`src/rtl/rtc_pkg.sv`:
```
package rtc_pkg;
  localparam int unsigned DW = 32;

  // register offsets (software decodes these)
  localparam logic [15:0] OFS_SET_WR  = 16'h0000;
  localparam logic [15:0] OFS_SET_RD  = 16'h0004;
  localparam logic [15:0] OFS_CAL_WR  = 16'h0008;
  localparam logic [15:0] OFS_CAL_RD  = 16'h000C;
  localparam logic [15:0] OFS_TIME    = 16'h0010;
  localparam logic [15:0] OFS_TICK    = 16'h0014;
  localparam logic [15:0] OFS_ALARM   = 16'h0018;
  localparam logic [15:0] OFS_STATUS  = 16'h0020;
  localparam logic [15:0] OFS_MASK    = 16'h0024;
  localparam logic [15:0] OFS_IRQ_ON  = 16'h0028;
  localparam logic [15:0] OFS_IRQ_OFF = 16'h002C;
  localparam logic [15:0] OFS_CTRL    = 16'h0040;

  // interrupt sources, bit positions in status / mask
  localparam int unsigned N_SRC   = 2;
  localparam int unsigned SRC_SEC = 0;
  localparam int unsigned SRC_ALM = 1;

  // control bits
  localparam int unsigned CTRL_SUPPLY = 31;
  localparam int unsigned CTRL_OSC    = 24;

  typedef struct packed {
    logic set_time;
    logic calib;
    logic alarm;
    logic stat_clr;
    logic src_on;
    logic src_off;
    logic ctrl;
  } wr_sel_t;
endpackage

```
`src/rtl/rtc_time_counter.sv`:
```
module rtc_time_counter #(
  parameter int unsigned DW     = 32,
  parameter int unsigned TICK_W = 16
) (
  input  logic              clk,
  input  logic              rst,
  input  logic              sec_pulse,
  input  logic              set_we,
  input  logic [DW-1:0]     set_val,
  input  logic [DW-1:0]     alarm_val,
  output logic [DW-1:0]     time_o,
  output logic [DW-1:0]     held_o,
  output logic              held_vld_o,
  output logic [TICK_W-1:0] tick_o,
  output logic              alarm_hit_o
);
  localparam logic [TICK_W-1:0] TICK_MAX = {TICK_W{1'b1}};

  logic [DW-1:0]     time_q, held_q;
  logic              held_vld_q;
  logic [TICK_W-1:0] tick_q;
  logic              eq_q;
  logic              eq_now;

  assign eq_now = (time_q == alarm_val);

  always_ff @(posedge clk) begin
    if (rst) begin
      time_q     <= '0;
      held_q     <= '0;
      held_vld_q <= 1'b0;
      tick_q     <= '0;
      eq_q       <= 1'b1;
    end else begin
      if (set_we) held_q <= set_val;
      if (set_we)         held_vld_q <= 1'b1;
      else if (sec_pulse) held_vld_q <= 1'b0;
      if (sec_pulse) time_q <= held_vld_q ? held_q : time_q + 1'b1;
      if (sec_pulse)              tick_q <= '0;
      else if (tick_q != TICK_MAX) tick_q <= tick_q + 1'b1;
      eq_q <= eq_now;
    end
  end

  assign time_o      = time_q;
  assign held_o      = held_q;
  assign held_vld_o  = held_vld_q;
  assign tick_o      = tick_q;
  assign alarm_hit_o = eq_now && !eq_q;
endmodule

```
`src/rtl/rtc_irq_ctrl.sv`:
```
module rtc_irq_ctrl #(
  parameter int unsigned NS = 2
) (
  input  logic          clk,
  input  logic          rst,
  input  logic [NS-1:0] event_i,
  input  logic          clr_we,
  input  logic          on_we,
  input  logic          off_we,
  input  logic [NS-1:0] wbits,
  output logic [NS-1:0] status_o,
  output logic [NS-1:0] mask_o,
  output logic [NS-1:0] irq_o
);
  logic [NS-1:0] status_q, mask_q, irq_q;

  for (genvar i = 0; i < NS; i++) begin : g_src
    always_ff @(posedge clk) begin
      if (rst) begin
        status_q[i] <= 1'b0;
        mask_q[i]   <= 1'b0;
        irq_q[i]    <= 1'b0;
      end else begin
        // a new event overrides a simultaneous clear
        status_q[i] <= event_i[i] | (status_q[i] & ~(clr_we & wbits[i]));
        if (on_we && wbits[i])       mask_q[i] <= 1'b1;
        else if (off_we && wbits[i]) mask_q[i] <= 1'b0;
        irq_q[i] <= status_q[i] & mask_q[i];
      end
    end
  end

  assign status_o = status_q;
  assign mask_o   = mask_q;
  assign irq_o    = irq_q;
endmodule

```
`src/rtl/rtc_cfg_regs.sv`:
```
module rtc_cfg_regs #(
  parameter int unsigned DW    = 32,
  parameter int unsigned CAL_W = 21
) (
  input  logic             clk,
  input  logic             rst,
  input  logic             alarm_we,
  input  logic             cal_we,
  input  logic             ctrl_we,
  input  logic [DW-1:0]    alarm_wd,
  input  logic [CAL_W-1:0] cal_wd,
  input  logic             supply_wd,
  input  logic             osc_wd,
  output logic [DW-1:0]    alarm_o,
  output logic [CAL_W-1:0] cal_o,
  output logic             supply_o,
  output logic             osc_o
);
  always_ff @(posedge clk) begin
    if (rst) begin
      alarm_o  <= '0;
      cal_o    <= '0;
      supply_o <= 1'b0;
      osc_o    <= 1'b0;
    end else begin
      if (alarm_we) alarm_o <= alarm_wd;
      if (cal_we)   cal_o   <= cal_wd;
      if (ctrl_we) begin
        supply_o <= supply_wd;
        osc_o    <= osc_wd;
      end
    end
  end
endmodule

```
`src/rtl/rtc_bus_read.sv`:
```
module rtc_bus_read #(
  parameter int unsigned DW     = 32,
  parameter int unsigned ADDR_W = 8,
  parameter int unsigned CAL_W  = 21,
  parameter int unsigned TICK_W = 16,
  parameter int unsigned NS     = 2
) (
  input  logic              clk,
  input  logic              rst,
  input  logic              rd_en,
  input  logic [ADDR_W-1:0] rd_addr,
  input  logic [DW-1:0]     time_v,
  input  logic [DW-1:0]     held_v,
  input  logic [DW-1:0]     alarm_v,
  input  logic [CAL_W-1:0]  cal_v,
  input  logic [TICK_W-1:0] tick_v,
  input  logic [NS-1:0]     status_v,
  input  logic [NS-1:0]     mask_v,
  input  logic              supply_v,
  input  logic              osc_v,
  output logic [DW-1:0]     rdata_o
);
  import rtc_pkg::*;

  logic [DW-1:0] mux;
  logic [DW-1:0] ctrl_word;

  always_comb begin
    ctrl_word              = '0;
    ctrl_word[CTRL_SUPPLY] = supply_v;
    ctrl_word[CTRL_OSC]    = osc_v;
  end

  always_comb begin
    case (16'(rd_addr))
      OFS_SET_RD: mux = held_v;
      OFS_CAL_RD: mux = DW'(cal_v);
      OFS_TIME:   mux = time_v;
      OFS_TICK:   mux = DW'(tick_v);
      OFS_ALARM:  mux = alarm_v;
      OFS_STATUS: mux = DW'(status_v);
      OFS_MASK:   mux = DW'(mask_v);
      OFS_CTRL:   mux = ctrl_word;
      default:    mux = '0;
    endcase
  end

  always_ff @(posedge clk) begin
    if (rst)        rdata_o <= '0;
    else if (rd_en) rdata_o <= mux;
  end
endmodule

```
`src/rtl/rtc_time_alarm.sv`:
```
module rtc_time_alarm #(
  parameter int unsigned ADDR_W = 8,
  parameter int unsigned CAL_W  = 21,
  parameter int unsigned TICK_W = 16
) (
  input  logic              clk,
  input  logic              rst,
  input  logic              bus_wr_en,
  input  logic              bus_rd_en,
  input  logic [ADDR_W-1:0] bus_addr,
  input  logic [31:0]       bus_wdata,
  output logic [31:0]       bus_rdata,
  input  logic              sec_pulse,
  output logic              irq_alarm,
  output logic              irq_second
);
  import rtc_pkg::*;

  wr_sel_t           wsel;
  logic [DW-1:0]     time_val, held_val, alarm_val;
  logic              held_vld, alarm_hit;
  logic [TICK_W-1:0] tick_val;
  logic [CAL_W-1:0]  cal_val;
  logic              supply_en, osc_en;
  logic [N_SRC-1:0]  src_event, stat_val, mask_val, irq_vec;

  always_comb begin
    wsel          = '0;
    wsel.set_time = bus_wr_en && (16'(bus_addr) == OFS_SET_WR);
    wsel.calib    = bus_wr_en && (16'(bus_addr) == OFS_CAL_WR);
    wsel.alarm    = bus_wr_en && (16'(bus_addr) == OFS_ALARM);
    wsel.stat_clr = bus_wr_en && (16'(bus_addr) == OFS_STATUS);
    wsel.src_on   = bus_wr_en && (16'(bus_addr) == OFS_IRQ_ON);
    wsel.src_off  = bus_wr_en && (16'(bus_addr) == OFS_IRQ_OFF);
    wsel.ctrl     = bus_wr_en && (16'(bus_addr) == OFS_CTRL);
  end

  rtc_cfg_regs #(.DW(DW), .CAL_W(CAL_W)) u_cfg (
    .clk(clk), .rst(rst),
    .alarm_we(wsel.alarm), .cal_we(wsel.calib), .ctrl_we(wsel.ctrl),
    .alarm_wd(bus_wdata), .cal_wd(bus_wdata[CAL_W-1:0]),
    .supply_wd(bus_wdata[CTRL_SUPPLY]), .osc_wd(bus_wdata[CTRL_OSC]),
    .alarm_o(alarm_val), .cal_o(cal_val), .supply_o(supply_en), .osc_o(osc_en)
  );

  rtc_time_counter #(.DW(DW), .TICK_W(TICK_W)) u_cnt (
    .clk(clk), .rst(rst), .sec_pulse(sec_pulse),
    .set_we(wsel.set_time), .set_val(bus_wdata), .alarm_val(alarm_val),
    .time_o(time_val), .held_o(held_val), .held_vld_o(held_vld),
    .tick_o(tick_val), .alarm_hit_o(alarm_hit)
  );

  always_comb begin
    src_event          = '0;
    src_event[SRC_SEC] = sec_pulse;
    src_event[SRC_ALM] = alarm_hit;
  end

  rtc_irq_ctrl #(.NS(N_SRC)) u_irq (
    .clk(clk), .rst(rst), .event_i(src_event),
    .clr_we(wsel.stat_clr), .on_we(wsel.src_on), .off_we(wsel.src_off),
    .wbits(bus_wdata[N_SRC-1:0]),
    .status_o(stat_val), .mask_o(mask_val), .irq_o(irq_vec)
  );

  rtc_bus_read #(.DW(DW), .ADDR_W(ADDR_W), .CAL_W(CAL_W), .TICK_W(TICK_W), .NS(N_SRC)) u_rd (
    .clk(clk), .rst(rst), .rd_en(bus_rd_en), .rd_addr(bus_addr),
    .time_v(time_val), .held_v(held_val), .alarm_v(alarm_val), .cal_v(cal_val),
    .tick_v(tick_val), .status_v(stat_val), .mask_v(mask_val),
    .supply_v(supply_en), .osc_v(osc_en), .rdata_o(bus_rdata)
  );

  assign irq_alarm  = irq_vec[SRC_ALM];
  assign irq_second = irq_vec[SRC_SEC];
endmodule

```
`config.mk`:
```
export PLATFORM = sky130hd
export DESIGN_NAME = rtc_time_alarm
export DESIGN_NICKNAME = d
export VERILOG_FILES = /design/src/rtl/rtc_pkg.sv /design/src/rtl/rtc_time_counter.sv /design/src/rtl/rtc_irq_ctrl.sv /design/src/rtl/rtc_cfg_regs.sv /design/src/rtl/rtc_bus_read.sv /design/src/rtl/rtc_time_alarm.sv
export SDC_FILE = /design/constraint.sdc
export NUM_CORES = 1
export LEC_CHECK = 0
export BUFFER_PORTS_ARGS = -buffer_cell sky130_fd_sc_hd__buf_2
export CAP_MARGIN = 30
export CORE_MARGIN = 8
export CORE_UTILIZATION = 65
export DETAILED_ROUTE_END_ITERATION = 8
export PLACE_DENSITY = 0.86
export SLEW_MARGIN = 20
export SYNTH_ARGS = -nofsm -noshare
export SYNTH_HDL_FRONTEND = slang
export SYNTH_HIERARCHICAL = 1
export SYNTH_SLANG_ARGS = --single-unit
```
`constraint.sdc`:
```
create_clock -name clk -period 4.9 [get_ports clk]
set_clock_uncertainty 0.2 [all_clocks]
set_input_delay 0.245 -clock clk [delete_from_list [all_inputs] [get_ports clk]]
set_output_delay 0.245 -clock clk [all_outputs]
set_load 0.005 [all_outputs]
```
Word-level counts from Yosys, hierarchy flattened
Cells that the tools add are included.
W data, S select, Z words.
{"block": "word_totals", "reg_bits": 175, "input_bits": 45, "out_inout_bits": 34, "wordCells": 67}
{"block": "classes", "addsub": 2, "n_eq_ne": 13, "mux": 8, "bitwise_logic": 10, "n_reduce_logical": 18}
{"op": "$pmux W32 S8", "n": 1}
{"op": "$add A32 B1 Y32 const B", "n": 1}
{"op": "$eq A32 B32 Y1", "n": 1}
{"op": "$eq A8 B6 Y1 const B", "n": 4}
{"op": "$mux W32", "n": 1}
{"op": "$eq A8 B5 Y1 const B", "n": 3}
{"op": "$add A16 B1 Y16 const B", "n": 1}
{"op": "$eq A8 B4 Y1 const B", "n": 2}
{"op": "$ne A16 B16 Y1 const B", "n": 1}
{"op": "$logic_and A1 B1 Y1", "n": 12}
{"op": "$eq A8 B3 Y1 const B", "n": 1}
{"op": "$eq A8 B7 Y1 const B", "n": 1}
{"op": "$logic_not A8 Y1", "n": 1}
{"op": "$and A1 B1 Y1", "n": 6}
{"op": "$mux W1", "n": 6}
{"op": "$reduce_bool A2 Y1", "n": 3}
{"op": "$not A1 Y1", "n": 2}
{"op": "$or A1 B1 Y1", "n": 2}
{"op": "$reduce_or A2 Y1", "n": 1}
{"op": "$logic_not A1 Y1", "n": 1}

Logic depth before layout (Yosys ltp)
Gate-level depths: netlist of run 1.
{"block": "logic_depth", "depth_word": 6, "mapped_depth": 7, "ltp_nobuf": 6}

Cells and area by module
Netlist of run 1, hierarchy kept.
{"module": "rtc_time_counter", "n_inst": 1, "cells_per_inst": 550, "area_per_inst_um2": 4749.6, "seq_area_each_um2": 1641.6}
{"module": "rtc_bus_read", "n_inst": 1, "cells_per_inst": 260, "area_per_inst_um2": 2230.9, "seq_area_each_um2": 640.6}
{"module": "rtc_cfg_regs", "n_inst": 1, "cells_per_inst": 178, "area_per_inst_um2": 1979.4, "seq_area_each_um2": 1101.1}
{"module": "rtc_irq_ctrl", "n_inst": 1, "cells_per_inst": 22, "area_per_inst_um2": 205.2, "seq_area_each_um2": 120.1}
{"module": "rtc_time_alarm", "n_inst": 1, "cells_per_inst": 14, "area_per_inst_um2": 110.1, "seq_area_each_um2": 0.0}

Least setup slack after synthesis of run 1
No wires, ideal clock.
{"block": "synth_timing", "kind": "input-to-reg", "from": "input bus_addr[4]", "to": "register u_cnt.held_q[2], in the netlist u_cnt/held_o[2]", "setup_time_ns": 0.128, "t_arrival_ns": 1.948, "t_required_ns": 4.572, "setup_slack_ns": 2.624, "stages": 6, "path_buffers": 2, "path_cell_list": "or4_1 > nor4_1 > clkbuf_1 > buf_1 > mux2i_1 > nor2_1"}
{"element": "from (decl)", "line": "rtc_time_alarm.sv:10", "text": "input logic [ADDR_W-1:0] bus_addr,"}
{"element": "to (signal assigned)", "line": "rtc_time_counter.sv:35", "text": "if (set_we) held_q <= set_val;"}
{"element": "to (decl)", "line": "rtc_time_counter.sv:19", "text": "logic [DW-1:0] time_q, held_q;"}

Final worst setup path of run 1
{"block": "layout_timing", "from": "input bus_addr[3]", "to": "register u_rd.rdata_o[12]"}
{"block": "layout_via", "elab_chain_len": 2, "word_cells_on_any_way": 9, "classes_between": "8 x eq/ne; 1 x mux"}
{"element": "$eq A8 B7 Y1, or another cell as far along", "line": "rtc_bus_read.sv:35", "text": "case (16'(rd_addr))"}
{"element": "$pmux W32 S8 *", "line": "rtc_bus_read.sv:35"}
{"element": "to (signal assigned)", "line": "rtc_bus_read.sv:50", "text": "else if (rd_en) rdata_o <= mux;"}
{"element": "to (decl)", "line": "rtc_bus_read.sv:21", "text": "output logic [DW-1:0] rdata_o"}
Mark *: on every way between the ends. The rest lies on a longest branch, timed or not.
A chain may end at the register's enable or synchronous reset.

==> key figures, run 1 <==
STA
  • Hold Slack: between 0.09 and 0.1 ns
  • Fin crit period: between 2 and 3 ns
  • Slew margin rel.: 0.4209
  • Setup repair after global routing missed its margin: false
  • Slew Limit Fails: 0
  • Endpoints failing setup: 0
  • Fmax: approximately 380 MHz
  • Final Cycle Share: 0.5372
  • Least-Margin Pin Slew: about 0.87 ns
  • Post-Route Setup TNS: 0 ns
  • Fin. Hold Viols: 0

Logic synthesis
  • Syn_nets: 1071
  • Main synth FF type: dfxtp_1
  • Mapped Cells: around 1000
  • Mean Syn Cell Area: roughly 9.1 um2
  • Synth cell types: 85
  • Synth warnings: 6
  • Syn Std Cell Area: approximately 0.009 mm2
  • Post-synth EDFFs: 0
  • Synthesized flop and latch total: 175
  • Async set-reset flop share out of synthesis: 0
  • Sequential share of the synthesized area: 0.3777

Die
  • Die X: 135.5 um
  • Die ar.: 0.01835 mm2
  • Num rows: 43
  • Initial core utilization: 0.6656
  • Boundary Pins: 79
  • Core box area: about 0.014 mm2
  • Die H: between 100 and 150 um

Power
  • Power per Cell Area: roughly 290 mW/mm2
  • Total power: ~0.003 W
  • P_leak: 3.882 nW
  • VDD IR max: between 0.2 and 0.3 mV

Setup path
  • End point of the critical path: u_rd/rdata_o[12]
  • Worst endpoint data arrival time: around 2.8 ns
  • CP max-delay cell: nor4bb_2
  • Register-to-register setup slack: 2.39 ns
  • CP peak stage delay: just under 0.8 ns
  • CP startpoint kind: primary input
  • Start point of the critical path: bus_addr[3]
  • CP cell instances: buf_2 > nor4bb_2 > and2_0 > buf_6 > a221oi_1 > a211oi_1
  • Required @ worst endpoint: approximately 5.1 ns
  • Critical path class: primary input to flop
  • Critical path endpoint category: flop
  • CP Max Fanout: 29
  • RR Startpoint: u_cnt/time_o[24]
  • FF-to-FF End: u_irq/status_o[1]
  • Reg2Reg Depth: 6

CTS
  • TritonCTS clock tree: done
  • CTS Buffer Depth: 2
  • Worst-path clk slew: roughly 0.07 ns
  • Root buf cell: clkbuf_16
  • H-Tree Depth: 4
  • Clk_lat worst skew: between 0.4 and 0.5 ns
  • CTS Buf Count: 17
  • Clock Sink Count: 175

Min path
  • Hold WC Path Type: primary input to flop

Global routing
  • GRT overflow: 0
  • Initial antenna violation count: 0
  • Total GRT Usage: 0.2955
  • Largest net degree at the start of global routing: between 50 and 60
  • Vias in the first global route: between 8000 and 9000
  • First-pass GRT wire length: roughly 44 mm

Cells and area
  • Register Area: ~0.0035 mm2
  • Synth-to-layout area growth: 12.63%
  • N_diodes: 0
  • Share of cells above drive strength 1: 0.1606
  • Multi-input gate area in the final layout: roughly 0.0052 mm2
  • Fill count: 955
  • Final Cell Area: approximately 0.010 mm2
  • Finished Layout Cells: roughly 1300
  • Nets: 1136

Drt
  • DR pass1 iterations: 8
  • DRT Wirelength: 27.76 mm
  • Iter 0 DRT Violations: 1297
  • Remaining antenna violation count: 0
  • Via density: 6.853
  • Routed WL per cell: approximately 22 um
  • # DRC: 0
  • Via count: about 8800

Place
  • Dpl cell area: around 0.0095 mm2
  • DP HPWL: around 18 mm
  • Placed cells: approximately 1200
  • Routability congestion estimate: ~0.9
  • PortBufs: about 80

Flow run
  • Max Cap Viol: 0

Run status
  • Status: complete, no violations
how the worst min path moves through the flow:
stage,startpoint,endpoint,slack [ns],cells after the start
finish,bus_rd_en,u_rd/rdata_o[10],0.09,3
global route,bus_rd_en,u_rd/rdata_o[5],0.09,3
CTS,bus_rd_en,u_rd/rdata_o[10],0.07,3
detailed placement,u_rd/rdata_o[16],u_rd/rdata_o[16],0.25,2
global placement,u_rd/rdata_o[29],u_rd/rdata_o[29],0.23,2
floorplan,rst,u_irq/mask_o[0],0.11,1
cell type report:
class / instances / area share
Clock inverter: 15 / 0.01785
Multi-Input combinational cell: 753 / 0.4984
Tap cell: 180 / 0.02156
Timing Repair Buffer: 127 / 0.08073
Inverter: 15 / 0.005390
Sequential cell: 175 / 0.3354
Clock buffer: 17 / 0.04072
layer usage:
metal / global-route usage / wire length [um] / vias up
met5: 0 / 0 / -
met4: 0.1400 / 1128 / 0
met3: 0.06343 / 2503 / 98
met2: 0.4842 / 13130 / 540
met1: 0.3630 / 11000 / 4187
li1: - / - / 3960
repair_timing:
action,in CTS,in global routing
setup endpoints to repair,0,0
resized for setup,0,0
hold buffers,32,0
endpoints found under the hold margin,91,0
setup buffers,0,0
sequential cells by signal (all words and copies together), names as in the netlist:
name	count
u_cfg/alarm_o	32
u_cnt/held_o	32
u_cnt/time_o	32
u_rd/rdata_o	32
u_cfg/cal_o	21
u_cnt/tick_o	16
u_irq/irq_o	2
u_irq/mask_o	2
u_irq/status_o	2
u_cfg/osc_o	1
u_cfg/supply_o	1
u_cnt/eq_q	1
u_cnt/held_vld_o	1
synth_stat cells (14+ instances only):
| library cell | instances | area, um2 |
|---|---|---|
| a31oi_1 | 19 | 118.9 |
| dfxtp_1 | 175 | 3503 |
| and3_1 | 16 | 100.1 |
| inv_1 | 14 | 52.55 |
| mux2_2 | 16 | 180.2 |
| nor4_1 | 17 | 106.4 |
| a22oi_1 | 26 | 195.2 |
| xor2_1 | 32 | 280.3 |
| buf_2 | 19 | 95.09 |
| a211oi_1 | 14 | 105.1 |
| nor3_1 | 18 | 90.09 |
| mux2i_1 | 100 | 1001 |
| nand3_1 | 33 | 165.2 |
| clkbuf_1 | 33 | 123.9 |
| a21oi_1 | 29 | 145.1 |
| nand2_1 | 68 | 255.2 |
| nand4_1 | 21 | 131.4 |
| nor2_1 | 126 | 473.0 |
| o21ai_0 | 28 | 140.1 |
critical path: cells and delay by family:
family                 cells  cell delay, ns
buffers and inverters      2            0.80
and+or+nand+nor            2            1.38
AOI/OAI and AO/OA          2            0.34
cells by family (layout without fill, tap and decap cells):
| kind of cell | count (synthesis) | count (layout) | share of synthesized area |
|---|---|---|---|
| AND/OR/NAND/NOR | 379 | 379 | 0.2223 |
| AO/OA/AOI/OAI | 222 | 222 | 0.1735 |
| flip-flops | 175 | 175 | 0.3777 |
| multiplexers | 117 | 117 | 0.1286 |
| buffers and inverters | 96 | 174 | 0.06408 |
| XOR/XNOR | 33 | 33 | 0.03116 |
| adder cells (fa/ha/maj) | 2 | 2 | 0.002698 |
placed cells by master (no fill, tap or decap), types with 10 or more instances in the layout:
cell / instances
a211oi_1: 14
a21oi_1: 29
a22o_1: 12
a22oi_1: 26
a31oi_1: 19
and3_1: 16
buf_2: 79
buf_4: 14
clkbuf_16: 17
dfxtp_1: 175
dlygate4sd3_1: 32
inv_1: 14
mux2_2: 16
mux2i_1: 100
nand2_1: 68
nand3_1: 33
nand4_1: 21
nor2_1: 126
nor3_1: 16
nor4_1: 16
o21ai_0: 28
o21ai_1: 10
or4_1: 10
xor2_1: 32
through the flow:
step                utilization  setup WS [ns]
CTS                      0.7472          1.943
global route             0.7497          2.210
floorplan                     -          2.624
finish                   0.7497          2.268
detailed placement       0.6803          1.491
global placement         0.6800          1.661
where the power goes:
| part | leakage, nW | switching (W) | internal, W |
|---|---|---|---|
| Clock | 0.297 | 0.000646 | 0.000779 |
| Combinational | 2.17 | 0.000116 | 0.0000670 |
| Sequential | 1.41 | 0.0000113 | 0.00143 |
(Power assumes the default switching activity.)
==> run 2, diff against run 1 <==
--- a/config.mk
+++ b/config.mk
@@ -8,9 +8,9 @@
 export BUFFER_PORTS_ARGS = -buffer_cell sky130_fd_sc_hd__buf_2
 export CAP_MARGIN = 30
 export CORE_MARGIN = 8
-export CORE_UTILIZATION = 65
+export CORE_UTILIZATION = 60
 export DETAILED_ROUTE_END_ITERATION = 8
-export PLACE_DENSITY = 0.86
+export PLACE_DENSITY = 0.8
 export SLEW_MARGIN = 20
 export SYNTH_ARGS = -nofsm -noshare
 export SYNTH_HDL_FRONTEND = slang
==> constraint.sdc (replaced) <==
create_clock -name clk -period 2.7 [get_ports clk]
set_clock_uncertainty 0.2 [all_clocks]
set_input_delay 0.135 -clock clk [delete_from_list [all_inputs] [get_ports clk]]
set_output_delay 0.135 -clock clk [all_outputs]
set_load 0.005 [all_outputs]
==> run 2 against run 1 <==
Compared with the run above:
- clock power is 75% higher
- core utilization shrank 4.4 points
- sequential cell count did not move
- sequential power is 82% higher
- global-route usage fell by 0.58 points
- cell count increased by 3.0%
- combinational power up 89%
- via count increased by 0.87%
- routed wire length is 4.7% higher
- register-to-register slack got worse by 2.1 ns
- critical path type is now flop to flop
- highest routed layer unchanged
==> key figures, run 2 (synthesized netlist as in run 1, its figures left out) <==
Run status
  • Status: complete, no violations (unchanged)

Drt
  • Via count: 8861 (was 8785)
  • Met3 wire len: 2.664 mm (was 2.503 mm)
  • DRT Wirelength: 29.05 mm (was 27.76 mm)
  • Via density: 6.713 (was 6.853)
  • Top layer in use: met4 (unchanged)
  • WL met2: 13.55 mm (was 13.13 mm)
  • Met1 WL: 11.56 mm (was 11.00 mm)
  • DR pass1 iterations: 6 (was 8)
  • # DRC: 0 (unchanged)
  • Iter 0 DRT Violations: 1309 (was 1297)
  • Routed WL per cell: 22.01 um (was 21.65 um)
  • Remaining antenna violation count: 0 (unchanged)

Die
  • Core box area: 0.01515 mm2 (was 0.01393 mm2)
  • Die X: 140.3 um (was 135.5 um)
  • Boundary Pins: 79 (unchanged)
  • Initial core utilization: 0.6124 (was 0.6656)
  • Die ar.: 0.01969 mm2 (was 0.01835 mm2)
  • Num rows: 45 (was 43)
  • Die H: 140.3 um (was 135.5 um)

Global routing
  • Largest net degree at the start of global routing: 53 (was 58)
  • GRT overflow: 0 (unchanged)
  • Vias in the first global route: 8357 (was 8200)
  • Initial antenna violation count: 0 (unchanged)
  • First-pass GRT wire length: 45.55 mm (was 43.58 mm)
  • Total GRT Usage: 0.2897 (was 0.2955)

CTS
  • Clock Sink Count: 175 (unchanged)
  • Clk_lat worst skew: 0.43 ns (was 0.44 ns)
  • TritonCTS clock tree: done (unchanged)
  • Worst-path clk slew: 0.07 ns (about the same)
  • Postcts setup bufs: 0 (unchanged)
  • Root buf cell: clkbuf_16 (unchanged)
  • CTS Buffer Depth: 2 (unchanged)
  • CTS Buf Count: 17 (unchanged)
  • Hold buffers post-CTS: 36 (was 32)
  • H-Tree Depth: 4 (unchanged)
  • Post_cts resized: 0 (unchanged)

STA
  • Setup repair after global routing missed its margin: false (unchanged)
  • Hold Slack: 0.07692 ns (was 0.09212 ns)
  • Post-Route Setup TNS: 0 ns (unchanged)
  • Fin. Hold Viols: 0 (unchanged)
  • Fin crit period: 2.452 ns
  • Fmax: 407.8 MHz
  • Endpoints failing setup: 0 (unchanged)
  • Final Cycle Share: 0.9082
  • Least-Margin Pin Slew: 0.7930 ns (was 0.8654 ns)
  • Slew margin rel.: 0.4708 (was 0.4209)
  • Slew Limit Fails: 0 (unchanged)

Cells and area
  • Final Cell Area: 0.01069 mm2 (was 0.01045 mm2)
  • Fill count: 1118 (was 955)
  • Most common cell after layout, fill and taps aside: dfxtp_1 (unchanged)
  • Synth-to-layout area growth: 15.27% (was 12.63%)
  • Final core utilization: 0.7059 (was 0.7497)
  • Most frequent cells in the layout: 175 x dfxtp_1, 125 x nor2_1, 100 x mux2i_1, 77 x buf_2, 68 x nand2_1 (was 175 x dfxtp_1, 126 x nor2_1, 100 x mux2i_1, 79 x buf_2, 68 x nand2_1)
  • Share of cells above drive strength 1: 0.1793 (was 0.1606)
  • Nets: 1167 (was 1136)
  • Register Area: 0.003503 mm2 (unchanged)
  • Multi-input gate area in the final layout: 0.005202 mm2 (was 0.005206 mm2)
  • N_diodes: 0 (unchanged)

Power
  • Cell Int Power: 0.004174 W (was 0.002278 W)
  • P_leak: 4.044 nW (was 3.882 nW)
  • Combinational power share: 0.063 (was 0.060)
  • VDD IR max: 0.4515 mV (was 0.2609 mV)
  • Register share of total power: 0.479 (was 0.473)
  • Portion of total power attributed to the clock network: 0.458 (was 0.467)
  • Total power: 0.005462 W (was 0.003051 W)
  • Power per Cell Area: 510.9 mW/mm2 (was 292.1 mW/mm2)
  • Switching Fraction: 0.2359 (was 0.2535)
  • Psw: 0.001288 W (was 0.0007734 W)

Setup path
  • CP startpoint kind: flop (was primary input)
  • CP Max Fanout: 7 (was 29)
  • Critical path endpoint category: flop (unchanged)
  • Worst endpoint data arrival time: 2.55 ns (was 2.78 ns)
  • Critical path class: flop to flop (was primary input to flop)
  • Required @ worst endpoint: 2.80 ns (was 5.05 ns)

Flow run
  • Max Cap Viol: 0 (unchanged)

Place
  • Routability congestion estimate: 0.9880 (was 0.9276)
  • Dpl cell area: 0.009733 mm2 (was 0.009480 mm2)
  • DP HPWL: 20.15 mm (was 18.02 mm)
  • PortBufs: 78 (unchanged)

Min path
  • Hold WC Path Type: primary input to flop (unchanged)
-- run 2: changes by cell type in the layout (fill, tap and decap cells not counted), moves of 2 or more --
cell,delta
clkinv_2,+2
inv_8,-6
buf_2,-2
clkinvlp_4,-2
clkinv_4,+3
buf_6,-2
dlygate4sd3_1,+4
clkbuf_8,+3
buf_4,+30
-- run 2: power by group through the flow --
| stage | Combinational, W | Clock (W) | Sequential [W] |
|---|---|---|---|
| floorplan | 0.000168 | 0 | 0.00267 |
| global placement | 0.000289 | 0 | 0.00267 |
| detailed placement | 0.000293 | 0 | 0.00268 |
| CTS | 0.000335 | 0.00252 | 0.00262 |
| global route | 0.000367 | 0.00263 | 0.00262 |
| finish | 0.000345 | 0.00250 | 0.00262 |
-- run 2: cell type report --
type,count,share of cell area
Tap cell,188,0.02200
Inverter,15,0.005266
Sequential cell,175,0.3277
Timing Repair Buffer,158,0.1025
Multi-Input combinational cell,753,0.4866
Clock inverter,11,0.01229
Clock buffer,20,0.04365
-- run 2: worst paths after layout --
path / startpoint / end / slack (ns) / cells after the start
worst max-delay path: u_cnt/time_o[0] / u_cnt/time_o[18] / 0.25 / 5
worst min-delay path: bus_wr_en / u_irq/mask_o[0] / 0.08 / 5
worst max register to register: u_cnt/time_o[0] / u_cnt/time_o[18] / 0.25 / 5
worst min register to register: u_rd/rdata_o[19] / u_rd/rdata_o[19] / 0.25 / 2
-- run 2: per-layer routing --
metal / vias up / global-route usage
met4: 0 / 0.1537
met2: 571 / 0.4658
li1: 4013 / -
met5: - / 0
met3: 92 / 0.05199
met1: 4185 / 0.3637
-- run 2: worst max-delay path: stages, from the launching register on --
cell       delay, ns
dfxtp_1         0.47
ha_1            0.32
nand4_1         0.27
or4_1           0.70
o2111ai_1       0.23
o221ai_1        0.13
-- run 2: stage by stage --
step           setup WS, ns  std cells
2_1_floorplan        0.5343       1024
3_3_place_gp         0.4262       1253
3_5_place_dp         0.3394       1253
4_1_cts              0.3137       1320
5_1_grt              0.1624       1320
6_report             0.2479       1320
==> run 3, diff against run 2 <==
--- a/config.mk
+++ b/config.mk
@@ -14,5 +14,4 @@
 export SLEW_MARGIN = 20
 export SYNTH_ARGS = -nofsm -noshare
 export SYNTH_HDL_FRONTEND = slang
-export SYNTH_HIERARCHICAL = 1
 export SYNTH_SLANG_ARGS = --single-unit
==> run 3 against run 2 <==
Compared with the run above:
- sequential share of layout area grew 1.9 points
- first-iteration DRC count shrank 18%
- global-route usage shrank 0.58 points
- clock power grew 5%
- total power grew 2.1%
- sequential cell count is the same
- core utilization is essentially flat
- routed wire length shrank 10%
- critical endpoint is now u_cnt.time_o[26]
- combinational power shrank 5.8%
- register-to-register slack gained 0.12 ns
- largest power group is now the clock network
- setup slack gained 0.12 ns
==> key figures, run 3 <==
Cells and area
  • Most common cell after layout, fill and taps aside: nand2_1 (was dfxtp_1)
  • Synth-to-layout area growth: 16.85% (was 15.27%)
  • N_diodes: 0 (unchanged)
  • Finished Layout Cells: 1336 (was 1320)
  • Share of cells above drive strength 1: 0.1467 (was 0.1793)
  • Nets: 1186 (was 1167)
  • Multi-input gate area in the final layout: 0.004716 mm2 (was 0.005202 mm2)
  • Fill count: 1143 (was 1118)
  • Most frequent cells in the layout: 245 x nand2_1, 175 x dfxtp_1, 107 x a21oi_1, 77 x buf_2, 55 x a22oi_1 (was 175 x dfxtp_1, 125 x nor2_1, 100 x mux2i_1, 77 x buf_2, 68 x nand2_1)
  • Register Area: 0.003503 mm2 (unchanged)

Setup path
  • CP max-delay cell: dfxtp_1 (was or4_1)
  • CP peak stage delay: 0.49 ns (was 0.70 ns)
  • CP Max Fanout: 8 (was 7)
  • Critical path class: flop to flop (unchanged)
  • CP cell instances: ha_1 > and3_1 > nand4_1 > nor4_1 > mux2i_1 > a21oi_1 (was ha_1 > nand4_1 > or4_1 > o2111ai_1 > o221ai_1)
  • Required @ worst endpoint: 2.78 ns (was 2.80 ns)
  • Worst endpoint data arrival time: 2.42 ns (was 2.55 ns)
  • Family with the most delay on the worst path: simple AND/OR/NAND/NOR gates (unchanged)
  • CP Buf/Inv Count: 0 (unchanged)
  • Critical path endpoint category: flop (unchanged)
  • CP startpoint kind: flop (unchanged)

STA
  • Fin. Hold Viols: 0 (unchanged)
  • Endpoints failing setup: 0 (unchanged)
  • Post-Route Setup TNS: 0 ns (unchanged)
  • Fmax: 428.0 MHz (was 407.8 MHz)
  • Slew margin rel.: 0.4837 (was 0.4708)
  • Least-Margin Pin Slew: 0.7637 ns (was 0.7930 ns)
  • Setup repair after global routing missed its margin: false (unchanged)
  • Final Cycle Share: 0.8653 (was 0.9082)
  • Slew Limit Fails: 0 (unchanged)
  • Fin crit period: 2.336 ns (was 2.452 ns)

Logic synthesis
  • Synthesized flop and latch total: 175 (unchanged)
  • Syn Std Cell Area: 0.008642 mm2 (was 0.009275 mm2)
  • Top cell type's share of synthesized area: 0.4054 (was 0.3777)
  • Main synth FF type: dfxtp_1 (unchanged)
  • Post-synth EDFFs: 0 (unchanged)
  • Post-synth top cells: 245 x nand2_1, 175 x dfxtp_1, 107 x a21oi_1, 55 x a22oi_1, 51 x clkbuf_1 (was 175 x dfxtp_1, 126 x nor2_1, 100 x mux2i_1, 68 x nand2_1)
  • Async set-reset flop share out of synthesis: 0 (unchanged)
  • Syn_nets: 1114 (was 1071)
  • Top-count cell post-synth: nand2_1 (was dfxtp_1)
  • Mean Syn Cell Area: 8.099 um2 (was 9.058 um2)
  • Post-synth top area cell: dfxtp_1 (unchanged)
  • Synth warnings: 0 (was 6)
  • Sequential share of the synthesized area: 0.4054 (was 0.3777)
  • Area contributors post-synth: dfxtp_1 41%, nand2_1 11%, a21oi_1 6.2% (was dfxtp_1 38%, mux2i_1 11%, nor2_1 5.1%)
  • Mapped Cells: 1067 (was 1024)
  • Synth cell types: 68 (was 85)

CTS
  • CTS Buf Count: 17 (unchanged)
  • Worst-path clk slew: 0.07 ns (about the same)
  • CTS Buffer Depth: 2 (unchanged)
  • Clk_lat worst skew: 0.44 ns (was 0.43 ns)
  • Post_cts resized: 0 (unchanged)
  • TritonCTS clock tree: done (unchanged)
  • Clock Sink Count: 175 (unchanged)
  • Hold buffers post-CTS: 36 (unchanged)
  • Root buf cell: clkbuf_16 (unchanged)
  • Postcts setup bufs: 0 (unchanged)
  • H-Tree Depth: 4 (unchanged)

Die
  • Num rows: 44 (was 45)
  • Die H: 136.0 um (was 140.3 um)
  • Die X: 136.0 um (was 140.3 um)
  • Boundary Pins: 79 (unchanged)
  • Core box area: 0.01431 mm2 (was 0.01515 mm2)
  • Die ar.: 0.01850 mm2 (was 0.01969 mm2)
  • Initial core utilization: 0.6038 (was 0.6124)

Global routing
  • Busiest metal layer after global routing: met2 (unchanged)
  • Met2 usage: 0.4303 (was 0.4658)
  • Initial antenna violation count: 0 (unchanged)
  • M1 GR Usage: 0.3852 (was 0.3637)
  • Largest net degree at the start of global routing: 69 (was 53)
  • First-pass GRT wire length: 41.92 mm (was 45.55 mm)
  • Vias in the first global route: 7782 (was 8357)
  • Global Route met3 Usage: 0.05543 (was 0.05199)
  • GRT overflow: 0 (unchanged)
  • Total GRT Usage: 0.2840 (was 0.2897)

Power
  • P_leak: 3.552 nW (was 4.044 nW)
  • VDD IR max: 0.4754 mV (was 0.4515 mV)
  • Power per Cell Area: 552.1 mW/mm2 (was 510.9 mW/mm2)

Place
  • DP HPWL: 17.79 mm (was 20.15 mm)
  • Placed cells: 1268 (was 1253)
  • PortBufs: 78 (unchanged)
  • Routability congestion estimate: 0.9601 (was 0.9880)

Drt
  • Remaining antenna violation count: 0 (unchanged)
  • Routed WL per cell: 19.55 um (was 22.01 um)
  • # DRC: 0 (unchanged)
  • Via density: 6.328 (was 6.713)
  • Iter 0 DRT Violations: 1070 (was 1309)
  • DR pass1 iterations: 6 (unchanged)
  • DRT Wirelength: 26.12 mm (was 29.05 mm)
  • Via count: 8454 (was 8861)

Flow run
  • Max Cap Viol: 0 (unchanged)

Run status
  • Status: complete, no violations (unchanged)

Min path
  • Hold WC Path Type: primary input to flop (unchanged)
run 3: cell families (layout without fill, tap and decap cells):
| kind of cell | count (synthesis) | count (layout) | share of synthesized area |
|---|---|---|---|
| flops | 175 | 175 | 0.4054 |
| mux | 34 | 34 | 0.04039 |
| xor+xnor | 45 | 45 | 0.04560 |
| simple gates | 425 | 425 | 0.2335 |
| fa+ha+maj | 2 | 2 | 0.002895 |
| compound gates | 286 | 286 | 0.2220 |
| buf+inv | 100 | 185 | 0.05024 |
run 3: power by group:
part / switching [W] / internal (W) / total (W)
Clock: 0.00107 / 0.00156 / 0.00263
Combinational: 0.000196 / 0.000129 / 0.000325
Sequential: 0.0000230 / 0.00260 / 0.00262
Total: 0.00129 / 0.00429 / 0.00558
run 3: worst reg2reg max path, stage by stage, from the launching register on:
cell and delay [ns]:
dfxtp_1 0.49, ha_1 0.30, and3_1 0.26, nand4_1 0.21, nor4_1 0.40, mux2i_1 0.24
a21oi_1 0.08
run 3: area by class of cell:
cell class / instances / share of cell area
inverter: 8 / 0.002974
sequential: 175 / 0.3469
tap: 184 / 0.02280
clock inverter: 11 / 0.01512
multi-input combinational: 792 / 0.4670
timing repair buffer: 145 / 0.09763
clock buffer: 21 / 0.04758
run 3: final timing paths:
path / end / cells past startpoint / startpoint / slack [ns]
setup / recovery: u_cnt.time_o[26] / 6 / u_cnt.time_o[1] / 0.36
hold / removal: u_cnt.time_o[28] / 3 / sec_pulse / 0.05
setup reg to reg: u_cnt.time_o[26] / 6 / u_cnt.time_o[1] / 0.36
hold reg to reg: u_cfg.cal_o[1] / 2 / u_cfg.cal_o[1] / 0.26
run 3: stage by stage:
stage	total power [W]	util	worst slack [ns]	hold slack, ns	area [um2]
CTS	0.005570	0.7055	0.4065	0.02662	10100
detailed placement	0.002954	0.6361	0.4205	0.1913	9105
global placement	0.002950	0.6361	0.4452	0.1870	9105
finish	0.005575	0.7055	0.3636	0.05143	10100
floorplan	0.002847	-	0.7755	0.07097	8642
global route	0.005697	0.7055	0.1739	0.05768	10100
run 3: metal layers:
layer	wire [um]	share of wire	up-vias
met5	0	0	-
met4	769	0.029	0
met3	2476	0.095	62
met2	11790	0.45	454
met1	11080	0.42	3962
li1	-	-	3976
